<file path="src/rtl/pic_pkg.sv">
package pic_pkg;
    localparam int DATA_W    = 8;
    localparam int NUM_FLAGS = 7;
    localparam int NUM_LINES = 4;

    localparam logic [3:0] ADDR_PORTB    = 4'd0;
    localparam logic [3:0] ADDR_PORTA    = 4'd1;
    localparam logic [3:0] ADDR_DIRB     = 4'd2;
    localparam logic [3:0] ADDR_DIRA     = 4'd3;
    localparam logic [3:0] ADDR_CTRL     = 4'd12;
    localparam logic [3:0] ADDR_FLAGS    = 4'd13;
    localparam logic [3:0] ADDR_ENABLE   = 4'd14;
    localparam logic [3:0] ADDR_PORTA_NH = 4'd15;

    // flag bit positions
    localparam int FL_A2  = 0;
    localparam int FL_A1  = 1;
    localparam int FL_SHF = 2;
    localparam int FL_B2  = 3;
    localparam int FL_B1  = 4;
    localparam int FL_T2  = 5;
    localparam int FL_T1  = 6;

    // control line index into synchronizer / edge detector arrays
    localparam int LN_A1 = 0;
    localparam int LN_A2 = 1;
    localparam int LN_B1 = 2;
    localparam int LN_B2 = 3;

    typedef enum logic {LINE_LOW = 1'b0, LINE_HIGH = 1'b1} line_state_e;
endpackage

</file>
<file path="src/rtl/pic_sync.sv">
module pic_sync #(
    parameter int STAGES = 2,
    parameter int WIDTH  = 4
) (
    input  logic             clk,
    input  logic             rst_n,
    input  logic [WIDTH-1:0] d,
    output logic [WIDTH-1:0] q
);
    logic [STAGES-1:0] chain_q [WIDTH];

    for (genvar i = 0; i < WIDTH; i++) begin : g_bit
        always_ff @(posedge clk or negedge rst_n) begin
            if (!rst_n) begin
                chain_q[i] <= '0;
            end else begin
                chain_q[i] <= {chain_q[i][STAGES-2:0], d[i]};
            end
        end
        assign q[i] = chain_q[i][STAGES-1];
    end
endmodule

</file>
<file path="src/rtl/pic_edge_det.sv">
module pic_edge_det
    import pic_pkg::*;
(
    input  logic clk,
    input  logic rst_n,
    input  logic lvl,
    output logic rise,
    output logic fall
);
    line_state_e state_q, state_d;

    always_ff @(posedge clk or negedge rst_n) begin
        if (!rst_n) begin
            state_q <= LINE_LOW;
        end else begin
            state_q <= state_d;
        end
    end

    always_comb begin
        state_d = state_q;
        unique case (state_q)
            LINE_LOW:  if (lvl)  state_d = LINE_HIGH;
            LINE_HIGH: if (!lvl) state_d = LINE_LOW;
            default:   state_d = LINE_LOW;
        endcase
    end

    always_comb begin
        rise = 1'b0;
        fall = 1'b0;
        unique case (state_q)
            LINE_LOW:  rise = lvl;
            LINE_HIGH: fall = !lvl;
            default:   begin rise = 1'b0; fall = 1'b0; end
        endcase
    end
endmodule

</file>
<file path="src/rtl/pic_flags.sv">
module pic_flags #(
    parameter int WIDTH = 7
) (
    input  logic             clk,
    input  logic             rst_n,
    input  logic [WIDTH-1:0] set_mask,
    input  logic [WIDTH-1:0] clr_mask,
    output logic [WIDTH-1:0] flags
);
    always_ff @(posedge clk or negedge rst_n) begin
        if (!rst_n) begin
            flags <= '0;
        end else begin
            // a new event outranks a clear in the same cycle
            flags <= (flags & ~clr_mask) | set_mask;
        end
    end
endmodule

</file>
<file path="src/rtl/pport_irq_ctrl.sv">
module pport_irq_ctrl
    import pic_pkg::*;
#(
    parameter int SYNC_STAGES = 2
) (
    input  logic              clk,
    input  logic              rst_n,
    input  logic [3:0]        addr,
    input  logic              rd_en,
    input  logic              wr_en,
    input  logic [DATA_W-1:0] wdata,
    output logic [DATA_W-1:0] rdata,
    output logic [DATA_W-1:0] pa_out,
    output logic [DATA_W-1:0] pa_dir,
    output logic [DATA_W-1:0] pb_out,
    output logic [DATA_W-1:0] pb_dir,
    input  logic              ctl_a1,
    input  logic              ctl_a2,
    input  logic              ctl_b1,
    input  logic              ctl_b2,
    input  logic              shift_req,
    input  logic              tmr1_req,
    input  logic              tmr2_req,
    output logic              irq_n
);
    logic [DATA_W-1:0]    pa_q, pb_q, da_q, db_q, ctrl_q;
    logic [NUM_FLAGS-1:0] ien_q;
    logic [NUM_FLAGS-1:0] flag_q, flag_set, flag_clr;
    logic [NUM_LINES-1:0] line_raw, line_sync, line_rise, line_fall;
    logic [NUM_LINES-1:0] line_pol, line_in_mode, line_ev;
    logic                 a2_indep, b2_indep, pa_access, pb_access, any_access;

    assign line_raw = {ctl_b2, ctl_b1, ctl_a2, ctl_a1};

    pic_sync #(.STAGES(SYNC_STAGES), .WIDTH(NUM_LINES)) sync_i (
        .clk  (clk),
        .rst_n(rst_n),
        .d    (line_raw),
        .q    (line_sync)
    );

    for (genvar i = 0; i < NUM_LINES; i++) begin : g_line
        pic_edge_det edge_i (
            .clk  (clk),
            .rst_n(rst_n),
            .lvl  (line_sync[i]),
            .rise (line_rise[i]),
            .fall (line_fall[i])
        );
        assign line_ev[i] = line_in_mode[i] & (line_pol[i] ? line_rise[i] : line_fall[i]);
    end

    // control register decode
    assign line_pol[LN_A1]     = ctrl_q[0];
    assign line_pol[LN_A2]     = ctrl_q[2];
    assign line_pol[LN_B1]     = ctrl_q[4];
    assign line_pol[LN_B2]     = ctrl_q[6];
    assign line_in_mode[LN_A1] = 1'b1;
    assign line_in_mode[LN_A2] = !ctrl_q[3];
    assign line_in_mode[LN_B1] = 1'b1;
    assign line_in_mode[LN_B2] = !ctrl_q[7];
    assign a2_indep = !ctrl_q[3] && ctrl_q[1];
    assign b2_indep = !ctrl_q[7] && ctrl_q[5];

    assign any_access = rd_en || wr_en;
    assign pa_access  = any_access && (addr == ADDR_PORTA || addr == ADDR_PORTA_NH);
    assign pb_access  = any_access && (addr == ADDR_PORTB);

    always_comb begin
        flag_set         = '0;
        flag_set[FL_A1]  = line_ev[LN_A1];
        flag_set[FL_A2]  = line_ev[LN_A2];
        flag_set[FL_B1]  = line_ev[LN_B1];
        flag_set[FL_B2]  = line_ev[LN_B2];
        flag_set[FL_SHF] = shift_req;
        flag_set[FL_T1]  = tmr1_req;
        flag_set[FL_T2]  = tmr2_req;

        flag_clr = '0;
        if (wr_en && addr == ADDR_FLAGS) begin
            flag_clr = wdata[NUM_FLAGS-1:0];
        end
        if (pa_access) begin
            flag_clr[FL_A1] = 1'b1;
            if (!a2_indep) flag_clr[FL_A2] = 1'b1;
        end
        if (pb_access) begin
            flag_clr[FL_B1] = 1'b1;
            if (!b2_indep) flag_clr[FL_B2] = 1'b1;
        end
    end

    pic_flags #(.WIDTH(NUM_FLAGS)) flags_i (
        .clk     (clk),
        .rst_n   (rst_n),
        .set_mask(flag_set),
        .clr_mask(flag_clr),
        .flags   (flag_q)
    );

    always_ff @(posedge clk or negedge rst_n) begin
        if (!rst_n) begin
            pa_q   <= '0;
            pb_q   <= '0;
            da_q   <= '0;
            db_q   <= '0;
            ctrl_q <= '0;
            ien_q  <= '0;
        end else if (wr_en) begin
            unique case (addr)
                ADDR_PORTB:                 pb_q   <= (pb_q & ~db_q) | (wdata & db_q);
                ADDR_PORTA, ADDR_PORTA_NH:  pa_q   <= (pa_q & ~da_q) | (wdata & da_q);
                ADDR_DIRB:                  db_q   <= wdata;
                ADDR_DIRA:                  da_q   <= wdata;
                ADDR_CTRL:                  ctrl_q <= wdata;
                ADDR_ENABLE: begin
                    if (wdata[DATA_W-1]) ien_q <= ien_q | wdata[NUM_FLAGS-1:0];
                    else                 ien_q <= ien_q & ~wdata[NUM_FLAGS-1:0];
                end
                default: ;
            endcase
        end
    end

    logic irq_any;
    assign irq_any = |(flag_q & ien_q);
    assign irq_n   = !irq_any;

    always_comb begin
        unique case (addr)
            ADDR_PORTB:                rdata = pb_q;
            ADDR_PORTA, ADDR_PORTA_NH: rdata = pa_q;
            ADDR_DIRB:                 rdata = db_q;
            ADDR_DIRA:                 rdata = da_q;
            ADDR_CTRL:                 rdata = ctrl_q;
            ADDR_FLAGS:                rdata = {irq_any, flag_q};
            ADDR_ENABLE:               rdata = {1'b1, ien_q};
            default:                   rdata = '0;
        endcase
    end

    assign pa_out = pa_q;
    assign pa_dir = da_q;
    assign pb_out = pb_q;
    assign pb_dir = db_q;
endmodule

</file>
<file path="config.mk">
export PLATFORM = sky130hd
export DESIGN_NAME = pport_irq_ctrl
export DESIGN_NICKNAME = d
export VERILOG_FILES = /design/src/rtl/pic_pkg.sv /design/src/rtl/pic_sync.sv /design/src/rtl/pic_edge_det.sv /design/src/rtl/pic_flags.sv /design/src/rtl/pport_irq_ctrl.sv
export SDC_FILE = /design/constraint.sdc
export NUM_CORES = 1
export LEC_CHECK = 0
export BUFFER_PORTS_ARGS = -buffer_cell sky130_fd_sc_hd__buf_2
export CORE_MARGIN = 2
export CORE_UTILIZATION = 54
export CTS_BUF_LIST = sky130_fd_sc_hd__clkbuf_16
export CTS_CLUSTER_SIZE = 24
export DETAILED_ROUTE_END_ITERATION = 8
export PLACE_DENSITY = 0.76
export SYNTH_ARGS = -nofsm -noshare
export SYNTH_HDL_FRONTEND = slang
export SYNTH_SLANG_ARGS = --single-unit
</file>
<file path="constraint.sdc">
create_clock -name clk -period 1.7 [get_ports clk]
set_clock_uncertainty 0.05 [all_clocks]
set_input_delay 0.17 -clock clk [delete_from_list [all_inputs] [get_ports clk]]
set_output_delay 0.17 -clock clk [all_outputs]
set_load 0.005 [all_outputs]
</file>
==> metrics.csv, run 1 <==
stage;metric;value;unit
outcome;status;complete, but fails checks;
outcome;failing checks;setup timing;
die;IO Pins;64;
global_route;GRT overflow;0;
logic_synthesis;largest family of logic cells by synthesized area;multiplexers;
global_route;initial antenna violation count;0;
cells_and_area;Syn-to-layout area delta;32.6;%
cells_and_area;Final Cell Area;4160;µm²
global_route;All-Layer GR Usage;0.279;
placed_design;dpl ws;28.6;ps
hold_path;Hold WC Path Type;input port to register;
cells_and_area;fillers;396;
cells_and_area;most frequent cells in the layout;66 x dfrtp_1, 62 x buf_2, 41 x buf_4, 27 x nand2_1, 25 x mux2_1;
pwr;total power;4.73;mW
sta;RSZ-0062 raised after global routing;true;
critical_path;Setup crit end kind;output port;
clocking;cts bufs inserted;9;
clocking;clock latency on the worst-skew pair;330;ps
hold_path;hold_sp;wdata[6];
logic_synthesis;Net Count, Synth;285;
pwr;power per cell area;1140;nW/µm²
placed_design;IO buf count;63;
sta;max-slew violation count;0;
clocking;clock buffer depth;2;
clocking;Sink Count;66;
logic_synthesis;Seq/Total Area, Yosys;0.527;
drt;via count;2698;
drt;Routed WL;8.35;mm
sta;Final setup viols;3;
die;initial core utilization;0.563;
cells_and_area;nets@finish;392;
clocking;Max H-tree Level;3;
critical_path;Worst setup SP type;register;
sta;fin crit share;1.10;
logic_synthesis;Synth Area in Adders;0;
global_route;first-pass GRT wire length;13.2;mm
cells_and_area;most common cell after layout, fill and taps aside;dfrtp_1;
clocking;TritonCTS clock tree;done;
placed_design;GP Congestion;0.903;
global_route;vias in the first global route;2566;
die;standard cell core area;5570;µm²
critical_path;worst reg2reg setup slack;510;ps
drt;DR pass1 iterations;5;
die;die span in x;80.2;µm
logic_synthesis;Synth Area in Simple Gates;0.107;
sta;relative slew slack;0.647;
logic_synthesis;post-synthesis instance area;3140;µm²
placed_design;placed cell areas;3670;µm²
pwr;Worst IR Drop VDD;1.04;mV
hold_path;hold worst-path end;ctrl_q[6];
logic_synthesis;Avg Inst Size Synth;12.0;µm²
sta;actual slew at the worst max-slew pin;529;ps
sta;post-route setup TNS;-326;ps
cells_and_area;share of layout cells above drive strength 1;0.422;
drt;DRT iter0 DRCs;292;
placed_design;post-DP HPWL;5.74;mm
die;full die area;6430;µm²
sta;Fmax achieved;537;MHz
clocking;Clk pin slew, worst setup/hold paths;50;ps
logic_synthesis;unique cell type count in the Yosys netlist;43;
sta;minimum clock period;1860;ps
sta;Final WS setup;-163;ps
hold_path;hold depth;2;
cells_and_area;ANT cells;0;
sta;Hold Violations, Final;0;
flow_run;max cap viols;0;
drt;DRC viols;0;
logic_synthesis;Compound-Gate Fraction of Synth Area;0.136;
die;row cnt;27;
logic_synthesis;Post-Synth XOR/XNOR Area;0;
logic_synthesis;Yosys reg bits;66;
critical_path;Critical Path AT;1640;ps
critical_path;Crit Path Max Fanout;2;
drt;vias per cell;6.05;
critical_path;Worst R2R Start;pb_dir[2];
logic_synthesis;Yosys warning total;0;
critical_path;r2r worst-path depth;4;
critical_path;required time of the critical path;1480;ps
drt;DR WL/cell;18.7;µm
logic_synthesis;post-synthesis cell count;262;
pwr;leakage;2.00;nW
critical_path;Crit Path Category;register to output port;
clocking;clk root buf;clkbuf_16;
die;die height;80.2;µm
logic_synthesis;mux cell area share after synthesis;0.182;
drt;Final ANT Viol Nets;0;
global_route;largest net degree at the start of global routing;25;
==> final cells by class <==
cell class	count	area (µm²)	area share
Inverter	5	18.8	0.00452
Clock buffer	9	225	0.0542
Clock inverter	7	30.0	0.00722
Timing Repair Buffer	115	761	0.183
Tap cell	72	90.1	0.0217
Multi-Input combinational cell	172	1380	0.332
Sequential cell	66	1650	0.397
==> per-stage QoR <==
stage | cells | util | hold slack, ps
4_1_cts | 441 | 0.733 | 95.0
5_1_grt | 446 | 0.746 | 115
3_3_place_gp | 409 | 0.658 | 130
6_report | 446 | 0.746 | 102
2_1_floorplan | 262 | - | -176
3_5_place_dp | 409 | 0.658 | 130
==> report_power, final <==
group | switching (mW) | leakage, nW | internal, mW
clock network | 0.630 | 0.140 | 0.955
logic | 0.432 | 1.06 | 0.574
registers | 0.270 | 0.800 | 1.87
==> worst max-delay path by stage <==
stage / from / to / slack [ps] / cells after the start
3_3_place_gp: addr[2] / rdata[2] / 40 / 6
5_1_grt: register / rdata[7] / -260 / 5
6_report: flags_i.flags[4] / rdata[7] / -160 / 5
3_5_place_dp: addr[2] / ctrl_q[4] / 30 / 5
4_1_cts: flags_i.flags[4] / rdata[7] / -160 / 5
2_1_floorplan: addr[1] / rdata[4] / 220 / 7
==> routing by layer <==
metal  track usage  vias up  share of wire
li1              -     1192              -
met1         0.384     1348           0.42
met2         0.418      142           0.48
met3        0.0809       16          0.086
met4         0.107        0          0.019
met5             0        -              0
==> timing repair <==
| action | in CTS | in global routing |
|---|---|---|
| hold buffers | 8 | 0 |
| pin swaps | 2 | 4 |
| buffers inserted | 8 | 5 |
| gates resized for setup | 5 | 11 |
| setup endpoints to repair | 5 | 9 |
| hold endpoints to repair | 27 | 0 |
==> cell families after synthesis <==
logic type / Yosys count
buffers and inverters: 24
and+or+nand+nor: 64
muxes: 51
DFF: 66
AOI/OAI and AO/OA: 57
==> cells in the mapped netlist, drive strengths merged <==
master | count | area share
a31o | 2 | 0.0056
a21o | 5 | 0.013
nand2 | 27 | 0.032
a21oi | 5 | 0.0080
nor3b | 1 | 0.0060
nand3b | 3 | 0.0072
o21ai | 8 | 0.013
inv | 4 | 0.0048
nor2 | 9 | 0.011
dfrtp | 66 | 0.53
mux2i | 2 | 0.0064
o31ai | 1 | 0.0024
o2bb2ai | 1 | 0.0028
nor3 | 2 | 0.0068
and2 | 1 | 0.0024
buf | 15 | 0.036
and3b | 1 | 0.0028
a222oi | 2 | 0.0064
a22oi | 10 | 0.024
clkinv | 1 | 0.0012
or3 | 1 | 0.0020
a31oi | 1 | 0.0020
nand3 | 11 | 0.019
a221oi | 12 | 0.034
a22o | 4 | 0.011
a32oi | 1 | 0.0028
o211ai | 2 | 0.0048
o221ai | 1 | 0.0028
clkbuf | 4 | 0.0048
o21a | 2 | 0.0048
mux2 | 49 | 0.18
and3 | 7 | 0.016
nand2b | 1 | 0.0020
==> worst max-delay path, cell delays in order, from the launching register on <==
cell,delay [ps]
dfrtp_1,380
a222oi_1,350
and3_1,230
or3_1,120
o211ai_1,90
buf_2,140
Note: power is estimated with default switching activity, not from simulation.
==> run 2: changes to the inputs <==
--- a/config.mk
+++ b/config.mk
@@ -7,11 +7,11 @@
 export LEC_CHECK = 0
 export BUFFER_PORTS_ARGS = -buffer_cell sky130_fd_sc_hd__buf_2
 export CORE_MARGIN = 2
-export CORE_UTILIZATION = 54
+export CORE_UTILIZATION = 59
 export CTS_BUF_LIST = sky130_fd_sc_hd__clkbuf_16
 export CTS_CLUSTER_SIZE = 24
 export DETAILED_ROUTE_END_ITERATION = 8
-export PLACE_DENSITY = 0.76
+export PLACE_DENSITY = 0.82
 export SYNTH_ARGS = -nofsm -noshare
 export SYNTH_HDL_FRONTEND = slang
 export SYNTH_SLANG_ARGS = --single-unit
==> constraint.sdc (replaced) <==
create_clock -name clk -period 2.3 [get_ports clk]
set_clock_uncertainty 0.05 [all_clocks]
set_input_delay 0.23 -clock clk [delete_from_list [all_inputs] [get_ports clk]]
set_output_delay 0.23 -clock clk [all_outputs]
set_load 0.005 [all_outputs]
==> metrics.csv, run 2 (synthesis gave the netlist of run 1 again) <==
stage;metric;value;unit;change
global_route;vias in the first global route;2615;;+1.9%
sta;Final setup viols;0;;-3
cells_and_area;Sequential Area;1650;µm²;unchanged
sta;RSZ-0062 raised after global routing;false;;
pwr;leakage;1.77;nW;-12%
sta;relative slew slack;0.601;;-0.0463
sta;minimum clock period;2020;ps;
critical_path;Setup crit end kind;output port;;
placed_design;placed cell areas;3450;µm²;-5.9%
cells_and_area;share of layout cells above drive strength 1;0.336;;-0.0861
clocking;Clk pin slew, worst setup/hold paths;50;ps;about the same
clocking;clk root buf;clkbuf_16;;
die;standard cell core area;5110;µm²;-8.4%
cells_and_area;ANT cells;0;;unchanged
clocking;Max H-tree Level;3;;unchanged
placed_design;IO buf count;63;;unchanged
hold_path;Hold WC Path Type;input port to register;;
global_route;GRT overflow;0;;unchanged
critical_path;Crit Path Max Fanout;18;;+16
die;row cnt;26;;-3.7%
drt;Routed WL;8.38;mm;+0.35%
clocking;CTS Hold Bufs;5;;-3
die;die span in x;76.9;µm;-4.1%
global_route;largest net degree at the start of global routing;29;;+16%
placed_design;GP Congestion;0.892;;-1.2%
drt;DR WL/cell;20.8;µm;+11%
cells_and_area;area of the multi-input gates;1340;µm²;-3.2%
critical_path;Critical Path AT;1740;ps;+100 ps
sta;Hold Violations, Final;0;;unchanged
outcome;status;finished, final reports clean;;
drt;DRC viols;0;;unchanged
clocking;Sink Count;66;;unchanged
cells_and_area;Syn-to-layout area delta;20.7;%;
die;full die area;5910;µm²;-8.1%
cells_and_area;Final Util;0.741;;-0.00487
drt;DRT iter0 DRCs;294;;+0.68%
sta;max-slew violation count;0;;unchanged
global_route;first-pass GRT wire length;13.8;mm;+4.7%
drt;Final ANT Viol Nets;0;;unchanged
sta;post-route setup TNS;0;ps;+326 ps
placed_design;dpl ws;307;ps;+278 ps
cells_and_area;most common cell after layout, fill and taps aside;dfrtp_1;;
critical_path;CP peak stage delay;470;ps;+90 ps
cells_and_area;Final Cell Area;3780;µm²;-9.0%
clocking;clock latency on the worst-skew pair;330;ps;about the same
cells_and_area;nets@finish;351;;-10%
clocking;TritonCTS clock tree;done;;
drt;via count;2563;;-5.0%
cells_and_area;fillers;355;;-10%
drt;vias per cell;6.36;;+5.1%
critical_path;Worst setup SP type;input port;;
critical_path;most used cell, CP;buf_2;;
sta;Fmax achieved;495;MHz;
clocking;cts bufs inserted;9;;unchanged
pwr;Worst IR Drop VDD;0.726;mV;-30%
die;IO Pins;64;;unchanged
sta;fin crit share;0.879;;
critical_path;crit-path cells;buf_2 > nor3b_4 > a22oi_1 > a221oi_1 > a21o_2 > buf_2;;
clocking;post-CTS sizing;0;;-5
pwr;power per cell area;929;nW/µm²;-18%
critical_path;required time of the critical path;2020;ps;+540 ps
placed_design;post-DP HPWL;5.60;mm;-2.5%
critical_path;Crit Path Category;input port to output port;;
sta;Final WS setup;278;ps;+441 ps
flow_run;max cap viols;0;;unchanged
drt;DR pass1 iterations;5;;unchanged
die;die height;76.9;µm;-4.1%
clocking;Post-CTS Setup Bufs;0;;-8
die;initial core utilization;0.614;;+0.0514
global_route;All-Layer GR Usage;0.308;;+0.0293
global_route;initial antenna violation count;0;;unchanged
critical_path;slowest stage cell, crit path;nor3b_4;;
sta;actual slew at the worst max-slew pin;598;ps;+69.4 ps
cells_and_area;most frequent cells in the layout;66 x dfrtp_1, 63 x buf_2, 27 x nand2_1, 25 x mux2_1, 24 x mux2_2;;
clocking;clock buffer depth;2;;unchanged
## run 2: critical path, delay by kind of cell
kind | cells | cell delay (ps)
simple gates | 1 | 470
buf+inv | 2 | 440
compound gates | 3 | 590
## run 2: routing by layer
| metal | track usage | share of wire | vias up |
|---|---|---|---|
| li1 | - | - | 1099 |
| met1 | 0.412 | 0.41 | 1270 |
| met2 | 0.474 | 0.46 | 158 |
| met3 | 0.0706 | 0.091 | 36 |
| met4 | 0.155 | 0.040 | 0 |
| met5 | 0 | 0 | - |
## run 2: path summary, 6_finish.rpt
kind,startpoint,to,slack [ps],depth (start not counted)
max,addr[1],rdata[6],280,6
min,tmr2_req,flags_i.flags[5],40,2
max reg2reg,pa_dir[4],register,1230,2
min reg2reg,sync_i.chain_q[4],sync_i.q[1],290,0
max in group asynchronous,rst_n,pa_dir[6],1110,3
min in group asynchronous,rst_n,g_line[0].edge_i.state_q,390,2
## run 2: final cells by class
cell class / instances / area share
Timing Repair Buffer: 74 / 0.108
Clock inverter: 7 / 0.0142
Sequential cell: 66 / 0.437
Multi-Input combinational cell: 172 / 0.353
Tap cell: 70 / 0.0231
Inverter: 5 / 0.00496
Clock buffer: 9 / 0.0595
## run 2: power breakdown
part	switching, mW	total, mW	internal, mW
clock network	0.470	1.29	0.816
logic	0.282	0.618	0.336
registers	0.226	1.61	1.39
## run 2: per-stage QoR
| step | total power [mW] | hold WS, ps | cells |
|---|---|---|---|
| CTS | 3.52 | 31.3 | 403 |
| floorplan | 1.89 | -116 | 262 |
| finish | 3.52 | 35.1 | 403 |
| global placement | 2.19 | 219 | 382 |
| detailed placement | 2.22 | 226 | 382 |
| global route | 3.67 | 41.9 | 403 |
==> run 3: changes to the inputs <==
--- a/config.mk
+++ b/config.mk
@@ -7,11 +7,11 @@
 export LEC_CHECK = 0
 export BUFFER_PORTS_ARGS = -buffer_cell sky130_fd_sc_hd__buf_2
 export CORE_MARGIN = 2
-export CORE_UTILIZATION = 59
-export CTS_BUF_LIST = sky130_fd_sc_hd__clkbuf_16
+export CORE_UTILIZATION = 60
+export CTS_BUF_LIST = sky130_fd_sc_hd__clkbuf_2
 export CTS_CLUSTER_SIZE = 24
 export DETAILED_ROUTE_END_ITERATION = 8
-export PLACE_DENSITY = 0.82
+export PLACE_DENSITY = 0.83
 export SYNTH_ARGS = -nofsm -noshare
 export SYNTH_HDL_FRONTEND = slang
 export SYNTH_SLANG_ARGS = --single-unit
==> metrics.csv, run 3 (synthesis gave the netlist of run 1 again) <==
stage;metric;value;unit;change
outcome;status;finished, final reports clean;;
sta;Final setup viols;0;;unchanged
die;IO Pins;64;;unchanged
sta;Fmax achieved;462;MHz;-6.6%
critical_path;crit-path cells;a222oi_1 > and3_1 > or3_1 > o211ai_1 > buf_2;;
cells_and_area;nets@finish;363;;+3.4%
clocking;clock buffer depth;2;;unchanged
critical_path;Worst setup SP type;register;;
hold_path;hold depth;2;;unchanged
critical_path;Setup crit end kind;output port;;
placed_design;dpl ws;333;ps;+26.4 ps
cells_and_area;most common cell after layout, fill and taps aside;dfrtp_1;;
pwr;Sw Pwr;0.905;mW;-7.5%
clocking;clk root buf;clkbuf_2;;
clocking;post-CTS sizing;0;;unchanged
drt;via count;2576;;+0.51%
die;row cnt;26;;unchanged
cells_and_area;most frequent cells in the layout;66 x dfrtp_1, 63 x buf_2, 27 x nand2_1, 25 x mux2_1, 24 x mux2_2;;
pwr;leakage;1.73;nW;-2.1%
global_route;first-pass GRT wire length;12.9;mm;-6.4%
global_route;initial antenna violation count;0;;unchanged
die;standard cell core area;5070;µm²;-0.64%
placed_design;GP Congestion;0.927;;+3.9%
die;die height;76.3;µm;-0.79%
die;full die area;5820;µm²;-1.6%
sta;minimum clock period;2170;ps;+144 ps
cells_and_area;Syn-to-layout area delta;19.0;%;
critical_path;Setup crit end;rdata[7];;
clocking;Sink Count;66;;unchanged
pwr;power per cell area;771;nW/µm²;-17%
drt;Final ANT Viol Nets;0;;unchanged
sta;post-route setup TNS;0;ps;unchanged
global_route;All-Layer GR Usage;0.288;;-0.0202
hold_path;Hold WC Path Type;input port to register;;
clocking;TritonCTS clock tree;done;;
critical_path;Crit Path Category;register to output port;;
clocking;Max H-tree Level;3;;unchanged
drt;DRC viols;0;;unchanged
global_route;GRT overflow;0;;unchanged
critical_path;Worst R2R Start;flags_i.flags[6];;
sta;RSZ-0062 raised after global routing;false;;
critical_path;r2r worst-path depth;2;;unchanged
drt;DR WL/cell;18.9;µm;-9.3%
clocking;clock latency on the worst-skew pair;500;ps;+170 ps
die;die span in x;76.3;µm;-0.79%
critical_path;r2r endpoint;flags_i.flags[6];;
critical_path;slowest stage cell, crit path;dfrtp_1;;
pwr;Worst IR Drop VDD;0.532;mV;-27%
critical_path;CP peak stage delay;470;ps;about the same
clocking;Clk pin slew, worst setup/hold paths;190;ps;+140 ps
critical_path;Critical Path AT;1890;ps;+150 ps
drt;DRT iter0 DRCs;293;;-0.34%
flow_run;max cap viols;0;;unchanged
critical_path;required time of the critical path;2020;ps;about the same
cells_and_area;ANT cells;0;;unchanged
sta;fin crit share;0.942;;+0.0625
sta;Hold Violations, Final;0;;unchanged
critical_path;WP buf/inv;1;;-1
sta;relative slew slack;0.455;;-0.147
pwr;Flop pwr share;0.554;;+0.096
sta;max-slew violation count;0;;unchanged
sta;actual slew at the worst max-slew pin;818;ps;+220 ps
pwr;Logic pwr share;0.216;;+0.040
critical_path;critical path's top delay family;flip-flops;;
placed_design;post-DP HPWL;5.32;mm;-5.0%
drt;vias per cell;6.21;;-2.4%
pwr;Sw Share;0.314;;+0.0362
placed_design;placed cell count;383;;+0.26%
sta;Final WS setup;135;ps;-144 ps
critical_path;worst reg2reg setup slack;1000;ps;-230 ps
placed_design;IO buf count;63;;unchanged
die;initial core utilization;0.618;;+0.00394
drt;Routed WL;7.82;mm;-6.6%
pwr;Power Internal;1.97;mW;-22%
pwr;clock share of power;0.230;;-0.136
clocking;cts bufs inserted;9;;unchanged
drt;DR pass1 iterations;5;;unchanged
critical_path;WP depth;5;;-1
critical_path;Crit Path Max Fanout;3;;-15
global_route;vias in the first global route;2481;;-5.1%
cells_and_area;filler-free cell count of the finished design;415;;+3.0%
global_route;largest net degree at the start of global routing;67;;+130%
critical_path;Setup crit start;flags_i.flags[3];;
cells_and_area;share of layout cells above drive strength 1;0.336;;about the same
-- run 3: cell types whose count changed in the layout (fill, tap and decap cells not counted) --
| cell | delta |
|---|---|
| clkbuf_16 | -9 |
| clkbuf_2 | +10 |
| inv_1 | -3 |
| clkinvlp_4 | +2 |
| dlygate4sd3_1 | +11 |
| buf_4 | +1 |
-- run 3: metrics by stage --
stage | hold slack, ps | utilization | total power [mW] | cell area [µm²]
4_1_cts | 1.68 | 0.733 | 2.88 | 3720
6_report | 79.6 | 0.735 | 2.88 | 3730
2_1_floorplan | -116 | - | 1.89 | 3140
3_5_place_dp | 287 | 0.682 | 2.21 | 3460
3_3_place_gp | 281 | 0.682 | 2.18 | 3460
5_1_grt | 63.4 | 0.735 | 3.04 | 3730
-- run 3: routing by layer --
metal | up-vias | track usage | part of all wire
li1 | 1128 | - | -
met4 | 0 | 0.156 | 0.031
met5 | - | 0 | 0
met1 | 1273 | 0.406 | 0.42
met2 | 147 | 0.422 | 0.46
met3 | 28 | 0.0569 | 0.088
-- run 3: worst min path at each step --
stage                                 start           to  slack, ps
after floorplan                       rst_n    async pin       -120
after global placement    sync_i.chain_q[0]  sync_i.q[3]        280
after detailed placement  sync_i.chain_q[4]  sync_i.q[1]        290
after CTS                          wdata[3]     register          2
after global routing                  wr_en     register         60
final                              wdata[7]     register         80
-- run 3: timing repair --
action,in CTS,in global routing
endpoints found under the hold margin,98,1
setup buffers,0,0
endpoints found under the setup margin,0,0
hold buffers,15,1
-- run 3: power groups by stage --
| stage | Combinational [mW] | Sequential [mW] | Clock, mW |
|---|---|---|---|
| floorplan | 0.325 | 1.57 | 0 |
| global placement | 0.583 | 1.60 | 0 |
| detailed placement | 0.602 | 1.61 | 0 |
| CTS | 0.622 | 1.59 | 0.667 |
| global route | 0.683 | 1.63 | 0.729 |
| finish | 0.622 | 1.59 | 0.662 |
-- run 3: area by class of cell --
type                            instances  area, µm²
Multi-Input combinational cell        172       1340
Sequential cell                        66       1650
Fill cell                             404       1350
Timing Repair Buffer                   86        528
Clock inverter                          6       57.6
Tap cell                               70       87.6
Clock buffer                           10       50.0
Inverter                                5       18.8
